**config.mk**
```make
export PLATFORM = sky130hd
export DESIGN_NAME = lt_fountain_enc
export DESIGN_NICKNAME = d
export VERILOG_FILES = /design/src/rtl/lt_enc_pkg.sv /design/src/rtl/lt_msg_store.sv /design/src/rtl/lt_prng.sv /design/src/rtl/lt_degree_table.sv /design/src/rtl/lt_fountain_enc.sv
export SDC_FILE = /design/constraint.sdc
export NUM_CORES = 2
export LEC_CHECK = 0
export ABC_AREA = 1
export BUFFER_PORTS_ARGS = -buffer_cell sky130_fd_sc_hd__buf_4
export CORE_MARGIN = 2
export CORE_UTILIZATION = 50
export CTS_CLUSTER_DIAMETER = 150
export CTS_CLUSTER_SIZE = 16
export DETAILED_ROUTE_END_ITERATION = 10
export MAX_ROUTING_LAYER = met4
export PLACE_DENSITY = 0.66
export RECOVER_POWER = 25
export SLEW_MARGIN = 20
export SYNTH_ARGS = -nofsm -noshare
export SYNTH_HDL_FRONTEND = slang
export SYNTH_SLANG_ARGS = --single-unit
```
**constraint.sdc**
```tcl
create_clock -name clk -period 28.5 [get_ports clk]
set_input_delay 1.425 -clock clk [delete_from_list [all_inputs] [get_ports clk]]
set_output_delay 1.425 -clock clk [all_outputs]
set_load 0.01 [all_outputs]
```
**src/rtl/lt_enc_pkg.sv**
```systemverilog
package lt_enc_pkg;

  localparam logic [31:0] LFSR_POLY = 32'hA300_0000;
  localparam logic [31:0] SEED_MUL  = 32'h9E37_79B9;
  localparam logic [31:0] SEED_XOR  = 32'h5BD1_E995;

  typedef enum logic [2:0] {
    ST_IDLE, ST_SEED, ST_DEG, ST_DSEL, ST_PICK, ST_RD, ST_FIN, ST_OUT
  } enc_state_t;

  // one right-shift Galois step
  function automatic logic [31:0] lfsr_next(input logic [31:0] s);
    return s[0] ? ((s >> 1) ^ LFSR_POLY) : (s >> 1);
  endfunction

  // per-symbol seed from the running symbol number, never zero
  function automatic logic [31:0] seed_of(input logic [31:0] n);
    logic [31:0] v;
    v = (n * SEED_MUL) ^ SEED_XOR;
    return (v == 32'd0) ? 32'd1 : v;
  endfunction

endpackage

```
**src/rtl/lt_msg_store.sv**
```systemverilog
module lt_msg_store #(
  parameter int WORD_W = 32,
  parameter int ADDR_W = 4
) (
  input  logic              clk,
  input  logic              we,
  input  logic [ADDR_W-1:0] waddr,
  input  logic [WORD_W-1:0] wdata,
  input  logic [ADDR_W-1:0] raddr,
  output logic [WORD_W-1:0] rdata
);
  localparam int DEPTH = 1 << ADDR_W;

  logic [WORD_W-1:0] mem [DEPTH];

  // simple dual port, registered read: maps onto block RAM
  always_ff @(posedge clk) begin
    if (we) mem[waddr] <= wdata;
    rdata <= mem[raddr];
  end
endmodule

```
**src/rtl/lt_prng.sv**
```systemverilog
module lt_prng (
  input  logic        clk,
  input  logic        rst,
  input  logic        load,
  input  logic [31:0] seed,
  input  logic        step,
  output logic [31:0] value
);
  import lt_enc_pkg::*;

  always_ff @(posedge clk) begin
    if (rst)       value <= 32'd1;
    else if (load) value <= seed;
    else if (step) value <= lfsr_next(value);
  end
endmodule

```
**src/rtl/lt_degree_table.sv**
```systemverilog
module lt_degree_table #(
  parameter int ENTRIES = 16,
  parameter int DMAX    = 8,
  parameter int SEL_W   = $clog2(ENTRIES),
  parameter int DEG_W   = $clog2(DMAX + 1)
) (
  input  logic             clk,
  input  logic             rst,
  input  logic             we,
  input  logic [SEL_W-1:0] sel,
  input  logic [15:0]      val,
  input  logic [15:0]      rnd,
  output logic [DEG_W-1:0] deg
);
  logic [15:0] tbl [ENTRIES];
  int unsigned hits;

  always_ff @(posedge clk) begin
    if (rst) begin
      for (int i = 0; i < ENTRIES; i++) tbl[i] <= 16'hFFFF;
    end else if (we) begin
      tbl[sel] <= val;
    end
  end

  // degree = 1 + thresholds passed, clamped
  always_comb begin
    hits = 0;
    for (int i = 0; i < ENTRIES; i++) begin
      if (rnd >= tbl[i]) hits = hits + 1;
    end
    if (hits + 1 > DMAX) deg = DEG_W'(DMAX);
    else                 deg = DEG_W'(hits + 1);
  end
endmodule

```
**src/rtl/lt_fountain_enc.sv**
```systemverilog
module lt_fountain_enc #(
  parameter int K           = 8,
  parameter int SYM_WORDS   = 2,
  parameter int CDF_ENTRIES = 16,
  parameter int ADDR_W      = $clog2(K * SYM_WORDS),
  parameter int LEN_W       = $clog2(K * SYM_WORDS * 4 + 1)
) (
  input  logic              clk,
  input  logic              rst,
  input  logic              wr_en,
  input  logic [ADDR_W-1:0] wr_addr,
  input  logic [31:0]       wr_data,
  input  logic [LEN_W-1:0]  msg_len,
  input  logic              cdf_we,
  input  logic [3:0]        cdf_sel,
  input  logic [15:0]       cdf_val,
  input  logic              start,
  input  logic              ack,
  output logic              busy,
  output logic              m_valid,
  input  logic              m_ready,
  output logic [31:0]       m_data,
  output logic              m_last,
  output logic [31:0]       m_seed
);
  import lt_enc_pkg::*;

  localparam int WORD_B = 4;
  localparam int BSEL_W = $clog2(WORD_B);
  localparam int IDX_W  = (K > 1) ? $clog2(K) : 1;
  localparam int CH_W   = 1 << IDX_W;
  localparam int DMAX   = (K < CDF_ENTRIES) ? K : CDF_ENTRIES;
  localparam int DEG_W  = $clog2(DMAX + 1);
  localparam int PSLOTS = 1 << DEG_W;
  localparam int WSEL_W = (SYM_WORDS > 1) ? $clog2(SYM_WORDS) : 1;
  localparam int N_MIN  = K + (K + 9) / 10;

  enc_state_t        state;
  logic [31:0]       sym_cnt, seed_q, prng_val;
  logic              stop_req, rd_vld_q, cnt_reached, stop_now;
  logic [DEG_W-1:0]  deg_q, deg_drawn, pick_n, rd_j;
  logic [IDX_W-1:0]  picks [PSLOTS];
  logic [CH_W-1:0]   chosen;
  logic [WSEL_W-1:0] word_q;
  logic [ADDR_W-1:0] rd_addr, rd_addr_q;
  logic [31:0]       rdata, masked_q, acc;
  logic [16+IDX_W-1:0] idx_prod;
  logic [IDX_W-1:0]  idx;

  assign busy        = (state != ST_IDLE);
  assign cnt_reached = (sym_cnt >= 32'(N_MIN));
  assign stop_now    = stop_req | (ack & cnt_reached);

  // scale the upper half of the generator onto 0..K-1
  assign idx_prod = {{IDX_W{1'b0}}, prng_val[31:16]} * (16 + IDX_W)'(K);
  assign idx      = idx_prod[16 +: IDX_W];

  assign rd_addr = ADDR_W'(picks[rd_j]) * ADDR_W'(SYM_WORDS) + ADDR_W'(word_q);

  lt_msg_store #(.WORD_W(32), .ADDR_W(ADDR_W)) u_store (
    .clk(clk), .we(wr_en), .waddr(wr_addr), .wdata(wr_data),
    .raddr(rd_addr), .rdata(rdata)
  );

  lt_prng u_prng (
    .clk(clk), .rst(rst),
    .load(state == ST_SEED), .seed(seed_of(sym_cnt)),
    .step(state == ST_DEG || state == ST_DSEL || state == ST_PICK),
    .value(prng_val)
  );

  lt_degree_table #(.ENTRIES(CDF_ENTRIES), .DMAX(DMAX), .SEL_W(4), .DEG_W(DEG_W)) u_deg (
    .clk(clk), .rst(rst), .we(cdf_we), .sel(cdf_sel), .val(cdf_val),
    .rnd(prng_val[15:0]), .deg(deg_drawn)
  );

  // zero padding: bytes at or past msg_len read as zero
  for (genvar b = 0; b < WORD_B; b++) begin : g_pad
    assign masked_q[8*b +: 8] =
      (32'({rd_addr_q, BSEL_W'(b)}) < 32'(msg_len)) ? rdata[8*b +: 8] : 8'h00;
  end

  always_ff @(posedge clk) begin
    if (rst) begin
      state     <= ST_IDLE;
      sym_cnt   <= '0;
      seed_q    <= '0;
      stop_req  <= 1'b0;
      deg_q     <= '0;
      pick_n    <= '0;
      rd_j      <= '0;
      chosen    <= '0;
      word_q    <= '0;
      rd_vld_q  <= 1'b0;
      rd_addr_q <= '0;
      acc       <= '0;
      m_valid   <= 1'b0;
      m_data    <= '0;
      m_last    <= 1'b0;
      m_seed    <= '0;
      for (int i = 0; i < PSLOTS; i++) picks[i] <= '0;
    end else begin
      rd_vld_q  <= (state == ST_RD);
      rd_addr_q <= rd_addr;
      if (rd_vld_q) acc <= acc ^ masked_q;
      if (state != ST_IDLE && ack && cnt_reached) stop_req <= 1'b1;

      case (state)
        ST_IDLE: begin
          if (start) begin
            sym_cnt  <= '0;
            stop_req <= 1'b0;
            state    <= ST_SEED;
          end
        end
        ST_SEED: begin
          seed_q <= seed_of(sym_cnt);
          chosen <= '0;
          pick_n <= '0;
          word_q <= '0;
          state  <= ST_DEG;
        end
        ST_DEG:  state <= ST_DSEL;
        ST_DSEL: begin
          deg_q <= deg_drawn;
          state <= ST_PICK;
        end
        ST_PICK: begin
          if (!chosen[idx]) begin
            chosen[idx]   <= 1'b1;
            picks[pick_n] <= idx;
            pick_n        <= pick_n + DEG_W'(1);
            if (pick_n + DEG_W'(1) == deg_q) begin
              rd_j  <= '0;
              acc   <= '0;
              state <= ST_RD;
            end
          end
        end
        ST_RD: begin
          rd_j <= rd_j + DEG_W'(1);
          if (rd_j == deg_q - DEG_W'(1)) state <= ST_FIN;
        end
        ST_FIN: begin
          m_data  <= acc ^ masked_q;
          m_valid <= 1'b1;
          m_last  <= (word_q == WSEL_W'(SYM_WORDS - 1));
          m_seed  <= seed_q;
          state   <= ST_OUT;
        end
        ST_OUT: begin
          if (m_ready) begin
            m_valid <= 1'b0;
            if (m_last) begin
              sym_cnt <= sym_cnt + 32'd1;
              state   <= stop_now ? ST_IDLE : ST_SEED;
            end else begin
              word_q <= word_q + WSEL_W'(1);
              rd_j   <= '0;
              acc    <= '0;
              state  <= ST_RD;
            end
          end
        end
        default: state <= ST_IDLE;
      endcase
    end
  end

  // stalled output holds
  p_hold_r8: assert property (@(posedge clk) disable iff (rst)
    (m_valid && !m_ready) |=> (m_valid && $stable(m_data) && $stable(m_seed) && $stable(m_last)));

  // chosen set size equals the degree once reading starts
  p_distinct_r6: assert property (@(posedge clk) disable iff (rst)
    (state == ST_RD) |-> ($countones(chosen) == int'(deg_q)));

  // degree in range while neighbours are drawn
  p_deg_range_r5: assert property (@(posedge clk) disable iff (rst)
    (state == ST_PICK) |-> (deg_q >= DEG_W'(1) && deg_q <= DEG_W'(DMAX)));

  // a run never ends short of the minimum count
  p_min_count_r9: assert property (@(posedge clk) disable iff (rst)
    $fell(busy) |-> (sym_cnt >= 32'(N_MIN)));

  // no output while idle
  p_idle_quiet_r1: assert property (@(posedge clk) disable iff (rst)
    !busy |-> !m_valid);

endmodule

```
-- Word-level counts from Yosys, hierarchy flattened
Memory sizes are Yosys's and may differ from the RTL's. A register that Yosys moved wholly into a read port is not among the register bits.
Cells that the tools add are included.
- flip-flop bits (word level): 224
- latch bits: 0
- RAM bits: 816
- bits in read-only memories: 0
- output and inout bits: 67
- word-level logic and storage cells: 194
- memories kept: 3
- $add $sub $neg: 22
- multipliers: 1
- div/mod/pow operators: 0
- magnitude comparators: 24
- eq/ne operators: 16
- shift-type cells: 0
- multiplexer cells: 83
- bitwise operators: 6
- reductions and logical operators: 22
- memories (name ; depth ; bits a word ; rd ports ; clocked after memory_dff ; wr ports ; line ; text):
    u_store.mem ; 16 ; 32 ; 1 ; 1 ; 1 ; lt_msg_store.sv:14 ; logic [WORD_W-1:0] mem [DEPTH];
    u_deg.tbl ; 16 ; 16 ; 16 ; 0 ; 16 ; lt_degree_table.sv:15 ; logic [15:0] tbl [ENTRIES];
    picks ; 16 ; 3 ; 1 ; 1 ; 16 ; lt_fountain_enc.sv:42 ; logic [IDX_W-1:0] picks [PSLOTS];
- operators with widths (cell ; number):
    $mux 32 ; 27
    $add 32x1->32 const B ; 16
    $ge 16x16->1 ; 16
    $pmux 32 s2 ; 2
    $mux 4 ; 10
    $mux 8 ; 5
    $ge 32x4->1 const B ; 1
    $gt 32x4->1 const B ; 1
    $logic_not 32->1 ; 1
    $mul 32x32->32 const B ; 1
    $xor 32x32->32 ; 1
    $lt 6x7->1 ; 4
    $pmux 3 s8 ; 1
    $mux 1 ; 23
    $mux 3 ; 7
    $not 18->18 ; 1
    $mux 16 ; 1
    $pmux 8 s2 ; 1
    $reduce_or 16->1 ; 1
    $eq 3x3->1 const B ; 4
    $pmux 4 s3 ; 1
    $ne 2x2->1 const B ; 5
    $reduce_and 5->1 ; 2
    $reduce_bool 2->1 ; 5
    other kinds (27) ; 37

-- Logic depth before layout (Yosys ltp)
An unclocked memory read counts as a cell.
- depth after elaboration: 36
- mapped depth: 74
- mapped depth without buffers: 74

-- Cells and area by module
Synthesis repeated with hierarchy kept, for this count alone.
- cells, all modules: 6936
- area total of the unflattened synthesis: 63327.0 um^2
- by module, submodules not included (module ; times used ; cells each ; area each (um^2) ; seq. area each (um^2)):
    lt_msg_store ; 1 ; 2120 ; 22730.6 ; 16015.4
    lt_fountain_enc ; 1 ; 2505 ; 21140.3 ; 5365.1
    lt_degree_table ; 1 ; 2063 ; 17892.2 ; 7687.4
    lt_prng ; 1 ; 248 ; 1564.0 ; 640.6

-- Least setup slack after synthesis
Ideal clock, no wire load.
- path kind: reg2reg
- from: register u_prng.value[0]
- to: register deg_q[3]
- setup time: 0.109 ns
- arrival: 10.301 ns
- path slack: 18.090 ns
- stages on the path, launching flop included: 72
- path buffers: 0
- path through: dfxtp_1 -> inv_1 -> ha_1 -> inv_1 -> a21boi_0 -> o21a_1 -> o21a_1 -> o21a_1 -> o21ai_0 -> a21oi_1 -> a211oi_1 -> o211ai_1 -> nand4_1 -> nand2_1 -> inv_1 -> ha_1 -> inv_1 -> nand3_1 -> [36 not listed] -> ha_1 -> nand2_1 -> a21boi_0 -> inv_1 -> ha_1 -> nand2_1 -> o21ai_0 -> ha_1 -> inv_1 -> nor2_1 -> nand3_1 -> xor2_1 -> nor2_1 -> nand2_1 -> nor2_4 -> nand4_1 -> nand2_1 -> inv_1
- cells in the longest elaborated chain, start to end: 35
- RTL lines (item ; line ; text):
    start: declaration ; lt_prng.sv:7 ; output logic [31:0] value
    start signal: assignment ; lt_prng.sv:14 ; else if (step) value <= lfsr_next(value);
    $ge 16x16->1 ; lt_degree_table.sv:30 ; if (rnd >= tbl[i]) hits = hits + 1;
    $mux 1 ; lt_degree_table.sv:30 ;
    $add 1x1->2 ; lt_degree_table.sv:30 ;
    $mux 32 ; lt_degree_table.sv:30 ;
    $add 32x1->32 ; lt_degree_table.sv:30 ;
    $mux 32 ; lt_degree_table.sv:30 ;
    $add 32x1->32 ; lt_degree_table.sv:30 ;
    $mux 32 ; lt_degree_table.sv:30 ;
    [19 not listed] ; -- ;
    $mux 32 ; lt_degree_table.sv:30 ;
    $add 32x1->32 ; lt_degree_table.sv:30 ;
    $mux 32 ; lt_degree_table.sv:30 ;
    $add 32x1->32 ; lt_degree_table.sv:30 ;
    $mux 32 (*) ; lt_degree_table.sv:30 ;
    $add 32x1->32 (*) ; lt_degree_table.sv:32 ; if (hits + 1 > DMAX) deg = DEG_W'(DMAX);
    $gt 32x4->1 ; lt_degree_table.sv:32 ;
    $mux 4 (*) ; lt_degree_table.sv:32 ;
    end signal: assignment ; lt_fountain_enc.sv:125 ; deg_q <= deg_drawn;
    end: declaration ; lt_fountain_enc.sv:41 ; logic [DEG_W-1:0] deg_q, deg_drawn, pick_n, rd_j;
Every way passes the cells marked *; elsewhere a longest branch is shown, timed or not.
A chain may end at the register's enable or synchronous reset.

-- Final worst setup path
Ends and elaborated chain as after synthesis.

==> results_dict.tcl <==
set metrics [dict create \
    cts_tree "yes" \
    die_w_um 348 \
    synthCells 5975 \
    fin_util_pct 54.6 \
    comb_power_share_pct 38.4 \
    vias 41900 \
    whs_ns 0.464 \
    routed_wl_um 151000 \
    coreArea_sq_mm 0.118 \
    clkPwrFrac_pct 22.3 \
    synthArstFlopShare_pct 0 \
    worst_pin_slew_ns 1.09 \
    yosysTopAreaCellShare_pct 41.3 \
    synth_cell_types 54 \
    cp-end-kind "flop" \
    finalNetCount 6858 \
    drive_gt1_share_pct 6.65 \
    postPlaceCellArea_sq_mm 0.0622 \
    cp_slowest_stage_delay_ns 0.41 \
    skew_ns 0.0415 \
    cts_made_buffers 77 \
    totalPowerFinal_mw 4.83 \
    drv_slew 0 \
    syn-cell-area_sq_mm 0.0593 \
    required_ns 29.06 \
    grt_overflow 0 \
    rsz0062_at_grt "no" \
    cts_hold_buffers 0 \
    setup_slack_ns 16.88 \
    grt_pass1_vias 40400 \
    tns_ns 0 \
    htreeDepth 3 \
    clock-sinks 1076 \
    cts_root_buf "clkbuf_16" \
    path_delay_family "adder cells" \
    cts_setup_buffers 0 \
    seq_area_frac_synth_pct 50.1 \
    grt_busiest_layer "met2" \
    finalCritPeriodShare_pct 40.8 \
    cap_violations 0 \
    slowest_stage "dfxtp_1" \
    period_minus_slack_ns 11.62 \
    synth_common_cells "nand2_1 (1332), inv_1 (851), edfxtp_1 (816)" \
    outcome "completed" \
    setup_viol 0 \
    area_growth_syn_to_layout_pct 8.53 \
    post_drt_wl_per_cell_um 19.7 \
    cp.buffers_inverters 10 \
    via_per_inst 5.48 \
    drt-initial-drc-count 3683 \
    largest_register_ffs 512 \
    yosysMostFrequentCell "nand2_1" \
    cp-start-kind "flop" \
    crit_type "reg -> reg" \
    seqPwrFrac_pct 39.3 \
    clk_latency_ns 0.68 \
    rows 126 \
    top_regs "u_store.mem: 512 flops, u_deg.tbl: 256 flops, picks: 48 flops" \
    dp_cells 7507 \
    use_met2_pct 40.6 \
    grt_pass1_wl_um 233000 \
    track_usage_pct 25.6 \
    power_switching_mw 1.92 \
    cp_max_fo 19 \
    drt_pass1_iterations 5 \
    post-synth-top-area-cell "edfxtp_1" \
    ioPinCount 137 \
    hold_path_class "reg -> reg" \
    initial_core_util_pct 50.3 \
    synth_edf_count 816 \
    antenna_found_initial 7 \
    syn_avg_cell_area_sq_um 9.93 \
    yosys_warnings 0 \
    ys.flop_type "edfxtp_1" \
    ctsResizeCount 0 \
    grt_start_max_net_pins 163 \
    cts_buffer_depth 3 \
    crit_arrival_ns 12.18 \
    syn_nets 6783 \
    hold_viol_final 0 \
    grt_use_met3_pct 3.53 \
    max_flop_register "u_store.mem" \
    crit_path_frequent_cell "nand2_1" \
    use_met1_pct 35.0 \
    slew-limit-headroom_pct 27.3 \
    postLayoutCellArea_sq_mm 0.0644 \
    die-area_sq_mm 0.121 \
    p_leak_nw 28.3 \
    peakVddDrop_v 0.0000702 \
    dieHeight_um 348 \
    sw_frac_of_total_pct 39.7 \
    synth.area.top_cells "edfxtp_1 (41%), ha_1 (11%), dfxtp_1 (8.8%)" \
    dpl.hpwl_um 100000 \
    layoutNonFillerInstCount 7644 \
    drc 0 \
    io_buffers 136 \
    clock.fmax_mhz 86.1 \
    ys_seq_elements 1076 \
    clk_pin_slew_ns 0.08 \
    dp_slack_ns 16.98 \
    ant_nets 0 \
    p_per_area_mw_per_mm2 75.1 \
    p_int_mw 2.92 \
    gp_congestion 0.921 \
    nFillCells 10300 \
]
-- cell type report --
cell class	count	area, sq um	area share, %
Sequential cell	1076	29700	46.2
Multi-Input combinational cell	3821	25700	40.0
Inverter	867	3270	5.07
Clock buffer	122	2100	3.26
Tap cell	1536	1920	2.99
Timing Repair Buffer	207	1430	2.23
Clock inverter	10	198	0.307
Antenna cell	5	12.5	0.0194
-- cells by family (layout without fill, tap and decap cells) --
logic type / Yosys count / after routing / share of synthesized area (%)
XOR/XNOR: 106 / 106 / 1.57
AND/OR/NAND/NOR: 2263 / 2263 / 16.2
AO/OA/AOI/OAI: 702 / 702 / 6.65
buffers and inverters: 1078 / 1206 / 6.82
multiplexers: 12 / 12 / 0.203
other: 0 / 5 / 0
flip-flops: 1076 / 1076 / 50.1
adder cells (fa/ha/maj): 738 / 738 / 18.5
-- per-layer routing --
metal,vias up,wire length (um)
li1,20000,-
met1,20300,65800
met3,206,10600
met5,-,0
met4,0,3440
met2,1349,70900
-- layout by cell type, fill, tap and decap left out, types with 44 or more instances in the layout --
cell and count:
nand2_1 1328, inv_1 849, edfxtp_1 816, ha_1 509, nand3_1 420, nor2_1 301, a21oi_1 268, dfxtp_1 258
fa_1 229, o21ai_0 193, buf_4 175, a31oi_1 109, clkbuf_16 77, clkbuf_1 77, xor2_1 67, nand2_2 44
-- path summary, 6_finish.rpt --
kind / startpoint / to / slack [ns] / cells after the start
setup / recovery: u_prng.value[0] / deg_q[3] / 16.88 / 72
hold / removal: sym_cnt[30] / sym_cnt[30] / 0.46 / 1
setup reg to reg: u_prng.value[0] / deg_q[3] / 16.88 / 72
hold reg to reg: sym_cnt[30] / sym_cnt[30] / 0.46 / 1
-- power groups by stage --
stage	logic, mW	registers [mW]	clock network [mW]
floorplan	1.29	1.91	0
global placement	1.81	1.93	0
detailed placement	1.85	1.93	0
CTS	1.86	1.90	1.09
global route	2.10	1.91	1.15
finish	1.86	1.90	1.08
Power figures use the tool's default switching activity.
